`config.mk`:
```
export PLATFORM = sky130hd
export DESIGN_NAME = dram_cycle_classifier
export DESIGN_NICKNAME = d
export VERILOG_FILES = /design/src/rtl/dcc_pkg.sv /design/src/rtl/dcc_sync.sv /design/src/rtl/dcc_edge.sv /design/src/rtl/dcc_classify.sv /design/src/rtl/dram_cycle_classifier.sv
export SDC_FILE = /design/constraint.sdc
export NUM_CORES = 1
export LEC_CHECK = 0
export BUFFER_PORTS_ARGS = -buffer_cell sky130_fd_sc_hd__buf_2
export CORE_ASPECT_RATIO = 2
export CORE_MARGIN = 2
export CORE_UTILIZATION = 43
export DETAILED_ROUTE_END_ITERATION = 16
export PLACE_DENSITY = 0.66
export SLEW_MARGIN = 20
export SYNTH_ARGS = -nofsm -noshare
export SYNTH_HDL_FRONTEND = slang
export SYNTH_HIERARCHICAL = 1
export SYNTH_SLANG_ARGS = --single-unit
```
`constraint.sdc`:
```
create_clock -name clk -period 2.2 [get_ports clk]
set_clock_uncertainty 0.1 [all_clocks]
set_input_delay 0.22 -clock clk [delete_from_list [all_inputs] [get_ports clk]]
set_output_delay 0.22 -clock clk [all_outputs]
set_load 0.02 [all_outputs]
```
`src/rtl/dcc_pkg.sv`:
```
package dcc_pkg;

   localparam int LANES  = 2;
   localparam int TYPE_W = 4;

   typedef enum logic [TYPE_W-1:0] {
      CYC_IDLE     = 4'd0,
      CYC_RD       = 4'd1,
      CYC_RD_HIZ   = 4'd2,
      CYC_WR_EARLY = 4'd3,
      CYC_WR_LATE  = 4'd4,
      CYC_RMW      = 4'd5,
      CYC_RFSH_ROW = 4'd6,
      CYC_RFSH_CBR = 4'd7,
      CYC_BAD      = 4'd15
   } cyc_kind_e;

   typedef enum logic [1:0] {
      EDGE_RISE = 2'd0,
      EDGE_FALL = 2'd1,
      EDGE_ANY  = 2'd2
   } edge_kind_e;

   // Priority order matters: refresh first, then fault, then the write forms.
   function automatic cyc_kind_e decode_kind(
      input logic cbr,
      input logic bad,
      input logic seen,
      input logic early,
      input logic late,
      input logic oe_seen
   );
      cyc_kind_e k;
      if (cbr)          k = CYC_RFSH_CBR;
      else if (bad)     k = CYC_BAD;
      else if (!seen)   k = CYC_RFSH_ROW;
      else if (early)   k = CYC_WR_EARLY;
      else if (late)    k = oe_seen ? CYC_RMW : CYC_WR_LATE;
      else              k = oe_seen ? CYC_RD : CYC_RD_HIZ;
      return k;
   endfunction

endpackage

```
`src/rtl/dcc_sync.sv`:
```
module dcc_sync #(
   parameter int            W      = 1,
   parameter int            STAGES = 2,
   parameter logic [W-1:0]  INIT   = '1
) (
   input  logic         clk,
   input  logic         rst_n,
   input  logic [W-1:0] d,
   output logic [W-1:0] q
);

   if (STAGES < 2) begin : g_bad_depth
      $error("dcc_sync: STAGES must be at least 2");
   end
   if (W < 1) begin : g_bad_width
      $error("dcc_sync: W must be at least 1");
   end

   logic [W-1:0] pipe [STAGES];

   always_ff @(posedge clk or negedge rst_n) begin
      if (!rst_n) pipe[0] <= INIT;
      else        pipe[0] <= d;
   end

   for (genvar k = 1; k < STAGES; k++) begin : g_stage
      always_ff @(posedge clk or negedge rst_n) begin
         if (!rst_n) pipe[k] <= INIT;
         else        pipe[k] <= pipe[k-1];
      end
   end

   assign q = pipe[STAGES-1];

endmodule

```
`src/rtl/dcc_edge.sv`:
```
module dcc_edge #(
   parameter dcc_pkg::edge_kind_e KIND = dcc_pkg::EDGE_FALL,
   parameter logic                INIT = 1'b1
) (
   input  logic clk,
   input  logic rst_n,
   input  logic d,
   output logic ev
);

   logic prev_q;

   always_ff @(posedge clk or negedge rst_n) begin
      if (!rst_n) prev_q <= INIT;
      else        prev_q <= d;
   end

   if (KIND == dcc_pkg::EDGE_RISE) begin : g_rise
      assign ev = d & ~prev_q;
   end else if (KIND == dcc_pkg::EDGE_FALL) begin : g_fall
      assign ev = ~d & prev_q;
   end else begin : g_any
      assign ev = d ^ prev_q;
   end

endmodule

```
`src/rtl/dcc_classify.sv`:
```
module dcc_classify
   import dcc_pkg::*;
#(
   parameter int NL = LANES,
   parameter int TW = TYPE_W
) (
   input  logic          clk,
   input  logic          rst_n,
   input  logic          ras_a,
   input  logic [NL-1:0] cas_a,
   input  logic          we_a,
   input  logic          oe_a,
   input  logic          ras_start,
   input  logic          ras_end,
   input  logic          we_start,
   input  logic          win_open,
   output logic          valid_o,
   output logic [TW-1:0] type_o,
   output logic [NL-1:0] mask_o,
   output logic [NL-1:0] lane_oe_o,
   output logic [NL-1:0] lane_we_o
);

   if (TW < 4) begin : g_bad_tw
      $error("dcc_classify: TW must hold the 4-bit code");
   end

   logic          in_cyc_q, cbr_q, seen_q, early_q, late_q, oe_seen_q, bad_q;
   logic [NL-1:0] mask_q;
   logic          valid_q;
   logic [TW-1:0] type_q;
   logic [NL-1:0] mask_out_q;
   logic [NL-1:0] oe_nxt, we_nxt;
   logic          win_act, live;
   cyc_kind_e     kind_now;

   assign win_act  = |cas_a;
   assign live     = in_cyc_q & ~cbr_q;
   assign kind_now = decode_kind(cbr_q, bad_q, seen_q, early_q, late_q, oe_seen_q);

   // Per-cycle history
   always_ff @(posedge clk or negedge rst_n) begin
      if (!rst_n) begin
         in_cyc_q  <= 1'b0;
         cbr_q     <= 1'b0;
         seen_q    <= 1'b0;
         early_q   <= 1'b0;
         late_q    <= 1'b0;
         oe_seen_q <= 1'b0;
         bad_q     <= 1'b0;
         mask_q    <= '0;
      end else if (ras_start) begin
         in_cyc_q  <= 1'b1;
         cbr_q     <= win_act;
         seen_q    <= 1'b0;
         early_q   <= 1'b0;
         late_q    <= 1'b0;
         oe_seen_q <= 1'b0;
         bad_q     <= 1'b0;
         mask_q    <= '0;
      end else if (ras_end) begin
         in_cyc_q  <= 1'b0;
      end else if (live) begin
         if (win_open) begin
            seen_q <= 1'b1;
            if (!seen_q && we_a) early_q <= 1'b1;
         end
         if (win_act) begin
            mask_q <= mask_q | cas_a;
            if (oe_a && !we_a && !early_q && !late_q) oe_seen_q <= 1'b1;
         end
         if (we_start) begin
            if (win_act && !win_open && !early_q) late_q <= 1'b1;
            else if (!win_act && seen_q)         bad_q  <= 1'b1;
         end
      end
   end

   // Result pulse
   always_ff @(posedge clk or negedge rst_n) begin
      if (!rst_n) begin
         valid_q    <= 1'b0;
         type_q     <= TW'(CYC_IDLE);
         mask_out_q <= '0;
      end else begin
         valid_q <= ras_end & in_cyc_q;
         if (ras_end && in_cyc_q) begin
            type_q     <= TW'(kind_now);
            mask_out_q <= (cbr_q || !seen_q) ? '0 : mask_q;
         end
      end
   end

   // Per-lane control, each lane gated by its own column strobe
   for (genvar i = 0; i < NL; i++) begin : g_lane
      assign oe_nxt[i] = live & ras_a & cas_a[i] & oe_a & ~we_a & ~early_q & ~late_q;
      assign we_nxt[i] = live & ras_a & cas_a[i] & we_a & ~bad_q;
   end

   always_ff @(posedge clk or negedge rst_n) begin
      if (!rst_n) begin
         lane_oe_o <= '0;
         lane_we_o <= '0;
      end else begin
         lane_oe_o <= oe_nxt;
         lane_we_o <= we_nxt;
      end
   end

   assign valid_o = valid_q;
   assign type_o  = type_q;
   assign mask_o  = mask_out_q;

   a_r1_single_pulse: assert property (@(posedge clk) disable iff (!rst_n)
      valid_o |=> !valid_o);

   a_r2_cbr_no_lanes: assert property (@(posedge clk) disable iff (!rst_n)
      (valid_o && type_o == TW'(CYC_RFSH_CBR)) |-> mask_o == '0);

   a_r3_row_only_no_lanes: assert property (@(posedge clk) disable iff (!rst_n)
      (valid_o && type_o == TW'(CYC_RFSH_ROW)) |-> mask_o == '0);

   a_r7_early_no_drive: assert property (@(posedge clk) disable iff (!rst_n)
      early_q |-> lane_oe_o == '0);

   a_r9_lane_oe_we_excl: assert property (@(posedge clk) disable iff (!rst_n)
      (lane_oe_o & lane_we_o) == '0);

   a_r11_row_idle_quiet: assert property (@(posedge clk) disable iff (!rst_n)
      !ras_a |=> (lane_oe_o == '0 && lane_we_o == '0));

endmodule

```
`src/rtl/dram_cycle_classifier.sv`:
```
module dram_cycle_classifier
   import dcc_pkg::*;
#(
   parameter int SYNC_STAGES = 2
) (
   input  logic              clk,
   input  logic              rst_n,
   input  logic              ras_n_i,
   input  logic              ucas_n_i,
   input  logic              lcas_n_i,
   input  logic              we_n_i,
   input  logic              oe_n_i,
   output logic              cyc_valid_o,
   output logic [TYPE_W-1:0] cyc_type_o,
   output logic [LANES-1:0]  lane_mask_o,
   output logic [LANES-1:0]  lane_oe_o,
   output logic [LANES-1:0]  lane_we_o
);

   localparam int NPIN  = 3 + LANES;
   localparam int P_RAS = 0;
   localparam int P_CAS = 1;
   localparam int P_WE  = P_CAS + LANES;
   localparam int P_OE  = P_WE + 1;

   if (SYNC_STAGES < 2) begin : g_bad_sync
      $error("dram_cycle_classifier: SYNC_STAGES must be at least 2");
   end
   if (LANES != 2) begin : g_bad_lanes
      $error("dram_cycle_classifier: port list assumes two byte lanes");
   end

   logic [NPIN-1:0]  pins_raw, pins_s;
   logic             ras_a, we_a, oe_a;
   logic [LANES-1:0] cas_a;
   logic             ras_start, ras_end, we_start, win_open, win_idle;

   assign pins_raw = {oe_n_i, we_n_i, ucas_n_i, lcas_n_i, ras_n_i};

   dcc_sync #(.W(NPIN), .STAGES(SYNC_STAGES), .INIT({NPIN{1'b1}})) u_sync (
      .clk(clk), .rst_n(rst_n), .d(pins_raw), .q(pins_s));

   assign ras_a    = ~pins_s[P_RAS];
   assign cas_a    = ~pins_s[P_CAS +: LANES];
   assign we_a     = ~pins_s[P_WE];
   assign oe_a     = ~pins_s[P_OE];
   assign win_idle = ~(|cas_a);

   dcc_edge #(.KIND(EDGE_FALL), .INIT(1'b1)) u_ras_fall (
      .clk(clk), .rst_n(rst_n), .d(pins_s[P_RAS]), .ev(ras_start));
   dcc_edge #(.KIND(EDGE_RISE), .INIT(1'b1)) u_ras_rise (
      .clk(clk), .rst_n(rst_n), .d(pins_s[P_RAS]), .ev(ras_end));
   dcc_edge #(.KIND(EDGE_FALL), .INIT(1'b1)) u_we_fall (
      .clk(clk), .rst_n(rst_n), .d(pins_s[P_WE]), .ev(we_start));
   dcc_edge #(.KIND(EDGE_FALL), .INIT(1'b1)) u_win_open (
      .clk(clk), .rst_n(rst_n), .d(win_idle), .ev(win_open));

   dcc_classify #(.NL(LANES), .TW(TYPE_W)) u_cls (
      .clk(clk), .rst_n(rst_n),
      .ras_a(ras_a), .cas_a(cas_a), .we_a(we_a), .oe_a(oe_a),
      .ras_start(ras_start), .ras_end(ras_end),
      .we_start(we_start), .win_open(win_open),
      .valid_o(cyc_valid_o), .type_o(cyc_type_o), .mask_o(lane_mask_o),
      .lane_oe_o(lane_oe_o), .lane_we_o(lane_we_o));

endmodule

```
==> results of run 1 <==
==> metrics by stage <==
stage	power (W)	utilization [%]	std cells	setup WS, ns
after floorplan	0.0007778	-	99	0.5388
after global placement	0.0008018	47.45	138	0.6106
after detailed placement	0.0008073	47.45	138	0.5647
after CTS	0.001289	52.59	152	0.5551
after global routing	0.001326	52.59	152	0.5026
final	0.001267	52.59	152	0.5600
==> layer usage <==
layer	vias up	track usage [%]
li1	377	-
met1	397	12.66
met2	18	28.06
met3	5	3.913
met4	0	8.182
met5	-	0
==> worst register-to-register path: stages, from the launching register on <==
cell     delay (ns)
dfstp_2        0.59
nor2b_4        0.08
or4b_4         0.53
o32ai_2        0.25
==> placed cells by master (no fill, tap or decap), types with 3 or more instances in the layout <==
cell and instances:
dfrtp_1 20, buf_2 17, dfstp_2 14, inv_1 10, clkbuf_8 6, dlygate4sd3_1 6
nor2_1 5, a22o_1 5, a21oi_1 4, nor2b_4 4, o21ai_0 3, a31oi_1 3
==> state kept, by name, summed over array words and instances, names as in the netlist, 2 cells and up <==
| name | count |
|---|---|
| u_cls/mask_q | 2 |
| u_sync/pipe | 5 |
| u_sync/q | 5 |
| u_cls/type_o | 4 |
| u_cls/lane_oe_o | 2 |
| u_cls/lane_we_o | 2 |
| u_cls/mask_o | 2 |
==> logic make-up (layout without fill, tap and decap cells) <==
group,count (synthesis),after routing
buffers and inverters,18,41
and+or+nand+nor,27,27
AOI/OAI and AO/OA,20,20
DFF,34,34
==> where the power goes <==
part | switching (W) | leakage, nW | internal (W)
logic | 0.0000571 | 0.274 | 0.0000482
registers | 0.0000293 | 0.403 | 0.000669
clock network | 0.000211 | 0.0482 | 0.000252
==> final cells by class <==
cell class / instances / area, um2
clock buffers: 7 / 86.33
clock inverters: 1 / 5.005
fillers: 260 / 1395
inverters: 10 / 37.54
multi-input cells: 47 / 367.9
flip-flops and latches: 34 / 868.3
well taps: 30 / 37.54
repair buffers: 23 / 145.1
==> worst max path at each step <==
| stage | start | slack [ns] | end | cells past startpoint |
|---|---|---|---|---|
| 6_report | u_sync/q[0]$_DFF_PN1_ | 0.56 | u_cls/oe_seen_q$_DFFE_PN0P_ | 3 |
| 5_1_grt | u_sync/q[0]$_DFF_PN1_ | 0.50 | u_cls/early_q$_DFFE_PN0P_ | 3 |
| 4_1_cts | u_sync/q[0]$_DFF_PN1_ | 0.56 | u_cls/early_q$_DFFE_PN0P_ | 3 |
| 3_5_place_dp | u_sync/q[0]$_DFF_PN1_ | 0.56 | u_cls/oe_seen_q$_DFFE_PN0P_ | 3 |
| 3_3_place_gp | u_sync/q[0]$_DFF_PN1_ | 0.61 | u_cls/oe_seen_q$_DFFE_PN0P_ | 3 |
| 2_1_floorplan | u_sync/q[0]$_DFF_PN1_ | 0.54 | u_cls/oe_seen_q$_DFFE_PN0P_ | 5 |
==> timing repair <==
item / 4_1_cts / 5_1_grt
endpoints found under the hold margin: 25 / 0
hold buffers: 6 / 0
resized for setup: 0 / 0
==> results.md, run 1 <==
- Outcome: finished clean
- Register area share after synthesis: 65.16%
- Final Hold Viols: 0
- R2R cell count: 3
- Wire length per cell: around 15 um
- Top post-synthesis cells by area: dfrtp_1, dfstp_2, nor2b_4, a22o_1, buf_4
- Nets: ~130
- Post-synthesis simple-gate area fraction: 15.87%
- Final Cell Area: 0.001548 mm2
- Antenna violations before repair: 0
- Synth area leader: dfrtp_1
- Area Growth Syn to Fin: 16.15%
- Worst reg2reg setup slack: between 0.5 and 0.6 ns
- M1 WL: ~840 um
- Worst stage delay on the critical path: between 0.5 and 0.6 ns
- IO Port Bufs: 17
- Synth Area in Compound Gates: roughly an eighth
- Max-slew headroom: 51.19%
- Reg clk slew, reported paths: approximately 0.060 ns
- Mux cell area share after synthesis: 0%
- R2R Path End: u_cls/oe_seen_q$_DFFE_PN0P_
- Critical path cell sequence: nor2b_4 > or4b_4 > o32ai_2
- Post-Syn Nets: about 110
- Most common cell in the netlist: dfrtp_1
- Hold Crit Depth: 0
- Vert. Die Dim: between 80 and 90 um
- Vias in the first global route: approximately 800
- CP arrival: about 1.7 ns
- Placed Area: 0.001396 mm2
- Pwr Density: 818.5 mW/mm2
- Synth top cells by count: dfrtp_1, dfstp_2, inv_1
- Antenna-violating nets left: 0
- Clk_lat worst skew: 0.28 ns
- Fin crit share: about three quarters
- Leakage: just over 0.7 nW
- Asr flop ratio synth: 100.0%
- Critical path's top delay family: simple AND/OR/NAND/NOR gates
- Overall Global Routing Usage: around 14%
- Core area: 0.002943 mm2
- FMAX: between 0.6 and 0.7 GHz
- Max layer used: met4
- Critical Path Source Type: flop
- Largest family of logic cells by synthesized area: simple AND/OR/NAND/NOR gates
- Final wirelength: about 2300 um
- Main synth FF type: dfrtp_1
- N_diodes: 0
- Synth Area per Inst: approximately 13 um2
- Crit path capture type: flop
- Routability cong.: 0.7327
- Maxcap violations: 0
- RSZ-0062 raised after global routing: no
- Total CTS buffers: 5
- Full die area: between 0.003 and 0.004 mm2
- Area share of fa/ha/maj cells after synthesis: 0%
- Vias/cell: 5.243
- Synth top area share: 37.56%
- CP max-delay cell: dfstp_2
- VDD IR max: 0.5972 mV
- Worst hold path class: flop to flop
- Max Buffers Root-to-Sink: 2
- YS warnings: 6
- Slew Limit Fails: 0
- Fin Setup TNS: 0 ns
- Worst path bufs/invs: 0
- FF-to-FF Start: u_sync/q[0]$_DFF_PN1_
- Setup bufs post-CTS: 0
- First-pass GRT wire length: ~3600 um
- Share of layout cells above drive strength 1: between 40 and 50%
- Worst Tran Pin Value: ~0.73 ns
- Worst endpoint required time: approximately 2.3 ns
- Synthesized flop and latch total: 34
- H-tree depth: 2
- Pre-Repair DR Iteration Count: 4
- Dpl hpwl: 1596 um
- Hold Startpoint: u_sync/pipe[6]$_DFF_PN1_
- Post-synth EDFFs: 0
- DRC: 0
- WHS Endpoint: u_sync/q[1]$_DFF_PN1_
- Hold WS: approximately 0.26 ns
- Gate Count Post-Synth: 99
- FP Rows: 28
- Root buffer cell: clkbuf_8
- Met3 wire length: 80 um
- Final min period: between 1.5 and 2 ns
- Post-synthesis cell area: approximately 0.0013 mm2
- Distinct cells, synth: 30
- Die X: 43.37 um
- IO Pins: 18
- Via count: around 800
- CTS tree: yes
- Met2 WL: ~1400 um
- Crit path kind: flop to flop
- Initial DRC Count: 6
- Final setup violation count: 0
- Initial Util: between 40% and 50%
- XOR/XNOR Fraction of Synth Area: 0%
- CTS Sinks: 34
- Largest net degree at the start of global routing: 35
- GR Overflow Total: 0
- CP max FO: 8
(Power assumes the default switching activity.)
==> run 2: changes to the inputs <==
ABC_AREA = 1   (was unset)
clock period = 1.6 ns   (was 2.2 ns; I/O delays follow)
==> run 2 against run 1 <==
Compared with the run above: combinational power rose to 3.2 times the previous value; highest routed layer unchanged; clock power rose by 24%; largest cell class unchanged; final cell count rose by 29%; cell area rose by 4.5%; non-clock buffer count up 2; routed wire length is 4.2% higher; power up 55%; critical path depth up 4; maximum frequency grew 14%; largest power group unchanged; first-iteration DRC count rose to 4.8 times the previous value; critical path type unchanged.
==> results.md, run 2 <==
- Routability cong.: 0.8151
- Synth Area per Inst: 10.05 um2
- Flip-flop and latch area: between 800 and 900 um2
- GR Overflow Total: 0
- Post-CTS sizing: 0
- FP Rows: 29
- Area of the multi-input gates: approximately 380 um2
- VDD IR max: between 0.7 and 0.8 mV
- Vias in the first global route: just under 1,000
- Clk_lat worst skew: about 0.28 ns
- Area share of fa/ha/maj cells after synthesis: 0%
- Gate Count Post-Synth: around 140
- Worst stage delay on the critical path: 0.57 ns
- Synth Area in Compound Gates: under 10%
- Initial Util: between 40% and 50%
- Root buffer cell: clkbuf_8
- Leakage: around 0.81 nW
- Area Growth Syn to Fin: 16.59%
- DRC: 0
- Post-synthesis cell area: between 0.001 and 0.0015 mm2
- CP max-delay cell: dfstp_2
- Total CTS buffers: 5
- N_diodes: 0
- Final min period: 1.445 ns
- Antenna violations before repair: 0
- Post-synth EDFFs: 0
- Nets: 171
- Pre-Repair DR Iteration Count: 4
- Synth top area share: 36.07%
- Largest net degree at the start of global routing: 35
- Fillers: about 300
- Via count: 995
- Register area share after synthesis: a little over three fifths
- Max-slew headroom: 52.16%
- Distinct cells, synth: 25
- Slew Limit Fails: 0
- First-pass GRT wire length: between 4000 and 5000 um
- Total Power: between 0.0015 and 0.002 W
- Max Buffers Root-to-Sink: 2
- IO Pins: 18
- FMAX: 0.6922 GHz
- Post-synthesis simple-gate area fraction: approximately 18%
- Worst hold path class: flop to flop
- Critical Path Source Type: flop
- Most common cell after layout, fill and taps aside: nand2_1
- Wire length per cell: 12.45 um
- Critical path cell sequence: nor2_2 > inv_2 > o21ai_0 > nand2_1 > nor2_1 > nand2_1 > nand2_1
- CTS tree: yes
- Share of layout cells above drive strength 1: 30.91%
- CP arrival: 1.51 ns
- H-tree depth: 2
- Crit path capture type: flop
- Crit path kind: flop to flop
- Pwr Density: 1214 mW/mm2
- Synth area leader: dfrtp_1
- Core area: 0.003120 mm2
- Asr flop ratio synth: 100.0%
- Maxcap violations: 0
- Mux cell area share after synthesis: 0%
- Full die area: 0.003725 mm2
- Setup WS pre-CTS: about 0.17 ns
- CTS Sinks: 34
- Antenna-violating nets left: 0
- XOR/XNOR Fraction of Synth Area: 0%
- Largest family of logic cells by synthesized area: simple AND/OR/NAND/NOR gates
- CP max FO: 15
- Fin crit share: 90.29%
- Final core utilization: about half
- Final wirelength: roughly 2400 um
- Top post-synthesis cells by area: dfrtp_1, dfstp_2, nand2_1, inv_1, nor2_1
- Post-route setup slack: between 0.15 and 0.2 ns
- Dpl hpwl: approximately 1800 um
- Most common cell in the netlist: nand2_1
- Worst endpoint required time: 1.67 ns
- Synthesized flop and latch total: 34
- Die X: about 44 um
- FF-to-FF Start: u_sync/q[0]$_DFF_PN1_
- Post-Syn Nets: roughly 150
- Main synth FF type: dfrtp_1
- Outcome: finished clean
- Final Hold Viols: 0
- RSZ-0062 raised after global routing: no
- Final setup violation count: 0
- Most frequent cells in the layout: nand2_1, inv_1, dfrtp_1, buf_2, dfstp_2
- Worst Tran Pin Value: ~0.72 ns
- Most used cell, CP: nand2_1
- Hold Startpoint: u_sync/pipe[8]$_DFF_PN1_
- Vert. Die Dim: between 80 and 90 um
- Reg clk slew, reported paths: approximately 0.060 ns
- Vias/cell: 5.077
- IO Port Bufs: 17
- YS warnings: 6
- Critical path launch point: u_sync/q[0]$_DFF_PN1_
- Overall Global Routing Usage: roughly 16%
- Hold WS: 0.2553 ns
- Initial DRC Count: 29
- Fin Setup TNS: 0 ns
- Synth top cells by count: nand2_1, inv_1, dfrtp_1
run 2: report_power, final:
group          internal [W]  switching (W)  total (W)
Clock              0.000308       0.000266   0.000574
Sequential         0.000974      0.0000793    0.00105
Combinational      0.000122       0.000213   0.000336
run 2: kinds of logic after synthesis:
group           after synthesis
flops                        34
buf+inv                      30
simple gates                 55
compound gates               19
run 2: final timing paths:
kind                       slack (ns)  cells after the start                          end
max reg2reg                      0.16                      7     u_cls/late_q$_DFFE_PN0P_
min reg2reg                      0.26                      0        u_sync/q[3]$_DFF_PN1_
max                              0.16                      7     u_cls/late_q$_DFFE_PN0P_
min                              0.26                      0        u_sync/q[3]$_DFF_PN1_
min in group asynchronous        0.38                      2   u_cls/in_cyc_q$_DFFE_PN0P_
max in group asynchronous        0.57                      2  u_cls/type_o[2]$_DFFE_PN0P_
run 2: layout make-up:
cell class | instances | area share, %
Multi-Input combinational cell | 74 | 23.43
Tap cell | 31 | 2.398
Timing Repair Buffer | 25 | 9.899
Sequential cell | 34 | 53.67
Clock buffer | 8 | 4.950
Inverter | 24 | 5.646
run 2: critical path: cells and delay by family (launching register included):
kind,cells,cell delay [ns]
AND/OR/NAND/NOR,5,0.32
buffers and inverters,1,0.21
flip-flops,1,0.57
AO/OA/AOI/OAI,1,0.14
run 2: through the flow:
| step | cell area, um2 | std cells |
|---|---|---|
| after CTS | 1618 | 196 |
| after detailed placement | 1478 | 182 |
| after global placement | 1478 | 182 |
| after floorplan | 1388 | 138 |
| after global routing | 1618 | 196 |
| final | 1618 | 196 |
run 2: per-layer routing:
metal	track usage (%)	part of all wire (%)	vias up
met3	4.731	3.6	10
li1	-	-	476
met5	0	0	-
met1	14.31	35	477
met2	27.01	57	32
met4	11.02	4.4	0
run 2: timing repair:
item                                   CTS  global route
endpoints found under the hold margin   25             0
buffers inserted                         0             0
hold buffers                             6             0
